==> src/rtl/itmr_pkg.sv <==
package itmr_pkg;
  localparam int CTRL_W      = 7;
  localparam int TAP_W       = 3;
  localparam int NUM_TAPS    = 1 << TAP_W;
  localparam int RESTART_BIT = 3;
  localparam int SRC_BIT     = 4;
  localparam int BYP_BIT     = 5;
  localparam int ROUTE_BIT   = 6;

  typedef struct packed {
    logic             out_mode;
    logic             bypass;
    logic             clk_sel;
    logic [TAP_W-1:0] tap_sel;
  } ctrl_t;

  // sparse code-to-stage map; clamped to the counter width
  function automatic int tap_stage(input int code, input int cnt_w);
    int s;
    case (code)
      5:       s = 8;
      6:       s = 11;
      7:       s = 14;
      default: s = code + 1;
    endcase
    return (s > cnt_w) ? cnt_w : s;
  endfunction
endpackage

==> src/rtl/itmr_ctrl.sv <==
module itmr_ctrl
  import itmr_pkg::*;
(
  input  logic              clk_i,
  input  logic              rst_ni,
  input  logic              wr_i,
  input  logic [CTRL_W-1:0] wdata_i,
  output ctrl_t             ctrl_o,
  output logic              restart_o
);
  ctrl_t ctrl_q;

  always_ff @(posedge clk_i or negedge rst_ni) begin
    if (!rst_ni) begin
      ctrl_q <= '0;
    end else if (wr_i) begin
      ctrl_q.out_mode <= wdata_i[ROUTE_BIT];
      ctrl_q.bypass   <= wdata_i[BYP_BIT];
      ctrl_q.clk_sel  <= wdata_i[SRC_BIT];
      ctrl_q.tap_sel  <= wdata_i[TAP_W-1:0];
    end
  end

  assign ctrl_o    = ctrl_q;
  assign restart_o = wr_i & wdata_i[RESTART_BIT];
endmodule

==> src/rtl/itmr_prescaler.sv <==
module itmr_prescaler #(
  parameter int CNT_W = 14
) (
  input  logic             clk_i,
  input  logic             rst_ni,
  input  logic             sys_tick_i,
  input  logic             sub_tick_i,
  input  logic             clk_sel_i,
  input  logic             restart_i,
  output logic             tick_o,
  output logic [CNT_W-1:0] cnt_o
);
  logic [CNT_W-1:0] cnt_q;

  assign tick_o = clk_sel_i ? sub_tick_i : sys_tick_i;

  always_ff @(posedge clk_i or negedge rst_ni) begin
    if (!rst_ni)        cnt_q <= '0;
    else if (restart_i) cnt_q <= '0;
    else if (tick_o)    cnt_q <= cnt_q + 1'b1;
  end

  assign cnt_o = cnt_q;
endmodule

==> src/rtl/itmr_event.sv <==
module itmr_event
  import itmr_pkg::*;
#(
  parameter int CNT_W = 14
) (
  input  logic             clk_i,
  input  logic             rst_ni,
  input  logic [CNT_W-1:0] cnt_i,
  input  logic             tick_i,
  input  logic             restart_i,
  input  ctrl_t            ctrl_i,
  output logic             irq_o,
  output logic             tout_o
);
  logic [NUM_TAPS-1:0] hit;
  logic                ev_d;
  logic                irq_q, tout_q;

  // hit[g]: next tick raises stage N of tap g (low N bits = 2^(N-1)-1)
  for (genvar g = 0; g < NUM_TAPS; g++) begin : g_tap
    localparam int N = tap_stage(g, CNT_W);
    if (N == 1) begin : g_q1
      assign hit[g] = ~cnt_i[0];
    end else begin : g_qn
      assign hit[g] = ~cnt_i[N-1] & (&cnt_i[N-2:0]);
    end
  end

  assign ev_d = tick_i & ~restart_i & (ctrl_i.bypass | hit[ctrl_i.tap_sel]);

  always_ff @(posedge clk_i or negedge rst_ni) begin
    if (!rst_ni) begin
      irq_q  <= 1'b0;
      tout_q <= 1'b0;
    end else begin
      irq_q  <= ev_d & ~ctrl_i.out_mode;
      tout_q <= ev_d &  ctrl_i.out_mode;
    end
  end

  assign irq_o  = irq_q;
  assign tout_o = tout_q;
endmodule

==> src/rtl/interval_timer.sv <==
module interval_timer
  import itmr_pkg::*;
#(
  parameter int CNT_W = 14
) (
  input  logic              clk_i,
  input  logic              rst_ni,
  input  logic              sys_tick_i,
  input  logic              sub_tick_i,
  input  logic              wr_i,
  input  logic [CTRL_W-1:0] wdata_i,
  output logic [CNT_W-1:0]  stage_o,
  output logic              irq_o,
  output logic              tout_o
);
  ctrl_t            ctrl;
  logic             restart;
  logic             tick;
  logic [CNT_W-1:0] cnt;

  itmr_ctrl u_ctrl (
    .clk_i    (clk_i),
    .rst_ni   (rst_ni),
    .wr_i     (wr_i),
    .wdata_i  (wdata_i),
    .ctrl_o   (ctrl),
    .restart_o(restart)
  );

  itmr_prescaler #(.CNT_W(CNT_W)) u_pre (
    .clk_i     (clk_i),
    .rst_ni    (rst_ni),
    .sys_tick_i(sys_tick_i),
    .sub_tick_i(sub_tick_i),
    .clk_sel_i (ctrl.clk_sel),
    .restart_i (restart),
    .tick_o    (tick),
    .cnt_o     (cnt)
  );

  itmr_event #(.CNT_W(CNT_W)) u_evt (
    .clk_i    (clk_i),
    .rst_ni   (rst_ni),
    .cnt_i    (cnt),
    .tick_i   (tick),
    .restart_i(restart),
    .ctrl_i   (ctrl),
    .irq_o    (irq_o),
    .tout_o   (tout_o)
  );

  assign stage_o = cnt;
endmodule

==> config.mk <==
export PLATFORM = sky130hd
export DESIGN_NAME = interval_timer
export DESIGN_NICKNAME = d
export VERILOG_FILES = /design/src/rtl/itmr_pkg.sv /design/src/rtl/itmr_ctrl.sv /design/src/rtl/itmr_prescaler.sv /design/src/rtl/itmr_event.sv /design/src/rtl/interval_timer.sv
export SDC_FILE = /design/constraint.sdc
export NUM_CORES = 1
export LEC_CHECK = 0
export ABC_AREA = 1
export BUFFER_PORTS_ARGS = -buffer_cell sky130_fd_sc_hd__buf_4
export CAP_MARGIN = 20
export CORE_ASPECT_RATIO = 1.25
export CORE_MARGIN = 5
export CORE_UTILIZATION = 55
export DETAILED_ROUTE_END_ITERATION = 10
export GPL_TIMING_DRIVEN = 0
export HOLD_SLACK_MARGIN = 0.03
export PLACE_DENSITY = 0.92
export SLEW_MARGIN = 20
export SYNTH_ARGS = -nofsm -noshare
export SYNTH_HDL_FRONTEND = slang
export SYNTH_SLANG_ARGS = --single-unit
==> constraint.sdc <==
create_clock -name clk_i -period 2.9 [get_ports clk_i]
set_input_delay 0 -clock clk_i [delete_from_list [all_inputs] [get_ports clk_i]]
set_output_delay 0 -clock clk_i [all_outputs]
set_load 0.05 [all_outputs]
==> metrics <==
gr usage total 0.188; fmax 0.582 GHz; Max Transition Viols Final 0; depth of the CTS H-tree 1; Arrival @ worst endpoint 1.94 ns; Clk pwr share 0.243; Routed Antenna Nets 0; internal power approximately 0.00047 W; Top Metal Used met4; antenna violations before repair 0; Final Hold Fails 0; Pre-antenna DRT Iters 4; Die Wd 52.0 um; area occupied by multi-input gates 581 um^2; vias post-DR 1,151; simple-gate portion of the synthesized area 0.295; CTS buffer count 3; post-CTS setup buffers 0; M1 wire length roughly 1100 um; outcome finished, final reports clean; Worst Tran Pin Value 0.352 ns; Switch Pwr 0.000242 W; Synth async-reset ratio 1.00; post-CTS sizing 0; Worst Path Required 3.12 ns; Placer Congestion 0.811; Reg2Reg Launch Point u_pre.cnt_o[0]; later-pin clock latency in the skew report 0.32 ns; crit path max fanout 7; total gr overflow 0; RSZ-0062 raised after global routing no; largest family of logic cells by synthesized area simple AND/OR/NAND/NOR gates; initial DRC count 38; fin crit period 1.72 ns; Fin Setup TNS 0 ns; Final HPWL DP 2050 um; Setup crit start kind flip-flop; worst reg2reg path depth 10; synth warn 0; CTS tree yes; Synth Register Bits 22; register area share after synthesis 0.454; switching part of the total 0.339; Hold Buf Count CTS 8; CTS clock-pin slew for the worst setup and hold paths 0.12 ns; clock sink count 22; DRC violations left 0; WL met3 148 um; worst relative slew slack 0.765; routed wire length approximately 2700 um; reg2reg setup slack 1.18 ns; Worst Hold Launch wr_i; first-pass GRT wire length 4780 um; area leader, netlist dfrtp_1; WL met2 approximately 1400 um; vias in the first global route about 1.2k; Cell Area, Synth 1210 um^2; Layout Nets 209; max-cap violations 0; root cell of the clock tree clkbuf_4; post-synth net total 169; Synth Area in XOR/XNOR 0; wire length per cell approximately 12 um; # port buffers 27; Final Setup Violations 0; Reg-to-Reg End u_evt.tout_o; row count 19; mux contribution to synthesized area 0.0186; Synth cell types 22; synth-to-layout area growth 29.5%; CTS max path bufs 2; hold-critical path depth 4; fraction of layout cells with a size suffix above 1 0.241; number of synthesized flops with an enable pin 0; Syn Area/Cell 7.98 um^2; PD cells ~450 nW/um^2; post-layout instance area 1570 um^2; share of the synthesized area in the top cell type 0.454; Tcrit/Tclk final 0.592; part of the power in registers 0.496; sequential cell area 551 um^2; cells after synthesis 152; Die Footprint ~3300 um^2; Hold Slack 0.0532 ns; area of the core around 2200 um^2; worst hold path endpoint u_pre.cnt_o[13]; fillers 147; Initial Util 0.561; Hold Crit Class primary input to flip-flop; largest net degree at the start of global routing 23; prevailing post-synth register cell dfrtp_1; CP Class flip-flop to flip-flop; ant diodes 0; top cells by area, synth dfrtp_1 (45%), nand2_1 (10%), nor2_1 (6.2%); Ports 28; VDD IR max 0.000391 V; vias per cell 5.18; Worst Clk Skew 0.00560 ns; power share of the combinational group 0.261; CP Capture Type flip-flop; Leak just over 0.8 nW; Die H 62.5 um; Synth Area in Adders 0.0515; Synth Area in Compound Gates 0.113; placed inst area 1460 um^2
-- cell usage in the layout, fill, tap and decap left out --
| cell type | count |
|---|---|
| nor2_1 | 20 |
| dfrtp_1 | 22 |
| a21oi_1 | 10 |
| o21ai_0 | 12 |
| nor3_2 | 1 |
| clkbuf_1 | 1 |
| nand2_2 | 3 |
| nor2_4 | 1 |
| nand3_1 | 7 |
| mux2_2 | 2 |
| nand4_1 | 3 |
| o22ai_1 | 3 |
| clkbuf_8 | 1 |
| inv_2 | 2 |
| inv_1 | 19 |
| nor2_8 | 1 |
| nor2_2 | 2 |
| buf_4 | 27 |
| nand2_1 | 33 |
| clkbuf_4 | 3 |
| nor3_1 | 2 |
| dlygate4sd3_1 | 8 |
| nand4_2 | 1 |
| ha_1 | 5 |
| nand3_2 | 1 |
| a21oi_2 | 1 |
-- worst max path at each step --
stage	slack [ns]	to	cells past startpoint	from
floorplan	1.01	u_evt.irq_o	10	u_pre.cnt_o[0]
global placement	1.23	u_evt.tout_o	10	u_pre.cnt_o[0]
detailed placement	1.19	u_evt.irq_o	10	u_pre.cnt_o[0]
CTS	1.18	u_evt.tout_o	10	u_pre.cnt_o[0]
global route	1.03	u_evt.irq_o	10	u_pre.cnt_o[0]
finish	1.18	u_evt.tout_o	10	u_pre.cnt_o[0]
-- sequential cells by signal, summed over array words and instances, names as in the netlist --
name	flops
u_pre.cnt_o	14
u_ctrl.ctrl_o	6
u_evt.irq_o	1
u_evt.tout_o	1
-- synthesized netlist by cell type (3+ instances only) --
library cell  count
nand2_2           3
nand4_1           3
o22ai_1           3
nand3_1           7
o21ai_0          12
ha_1              5
inv_1            19
nor2_1           20
dfrtp_1          22
nand2_1          33
a21oi_1          10
-- cell families after synthesis --
| kind of cell | after synthesis |
|---|---|
| AO/OA/AOI/OAI | 26 |
| adder cells (fa/ha/maj) | 5 |
| buffers and inverters | 22 |
| flip-flops | 22 |
| multiplexers | 2 |
| AND/OR/NAND/NOR | 75 |
-- per-layer routing --
| layer | vias to the layer above | GRT usage |
|---|---|---|
| met3 | 5 | 0.0334 |
| li1 | 571 | - |
| met4 | 0 | 0.0525 |
| met2 | 30 | 0.346 |
| met1 | 545 | 0.213 |
| met5 | - | 0 |
-- through the flow --
stage | utilization | setup WS, ns | cells | power [W]
detailed placement | 0.673 | 1.19 | 210 | 0.000537
CTS | 0.726 | 1.18 | 222 | 0.000717
global route | 0.726 | 1.03 | 222 | 0.000751
floorplan | - | 1.01 | 152 | 0.000475
global placement | 0.673 | 1.23 | 210 | 0.000529
finish | 0.726 | 1.18 | 222 | 0.000713
-- power by group through the flow --
stage | clock network [W] | logic (W) | registers [W]
after floorplan | 0 | 0.0000688 | 0.000406
after global placement | 0 | 0.000172 | 0.000357
after detailed placement | 0 | 0.000178 | 0.000359
after CTS | 0.000176 | 0.000188 | 0.000353
after global routing | 0.000189 | 0.000204 | 0.000358
final | 0.000173 | 0.000186 | 0.000354
-- critical path, stage by stage (launching register included) --
cell and delay, ns:
dfrtp_1 0.47, ha_1 0.27, nand2_1 0.17, nor2_8 0.06, ha_1 0.18, a21oi_1 0.18, a21oi_2 0.07, nand2_1 0.06
nand2_1 0.04, nand2_1 0.08, nor2_1 0.04
-- area by class of cell --
| class | count | share of cell area |
|---|---|---|
| multi-input combinational | 108 | 0.369 |
| sequential | 22 | 0.350 |
| timing repair buffer | 35 | 0.180 |
| inverter | 21 | 0.0502 |
| tap | 31 | 0.0247 |
| clock buffer | 4 | 0.0231 |
| buffer | 1 | 0.00239 |
No activity file was read; power rests on OpenSTA's default activity.
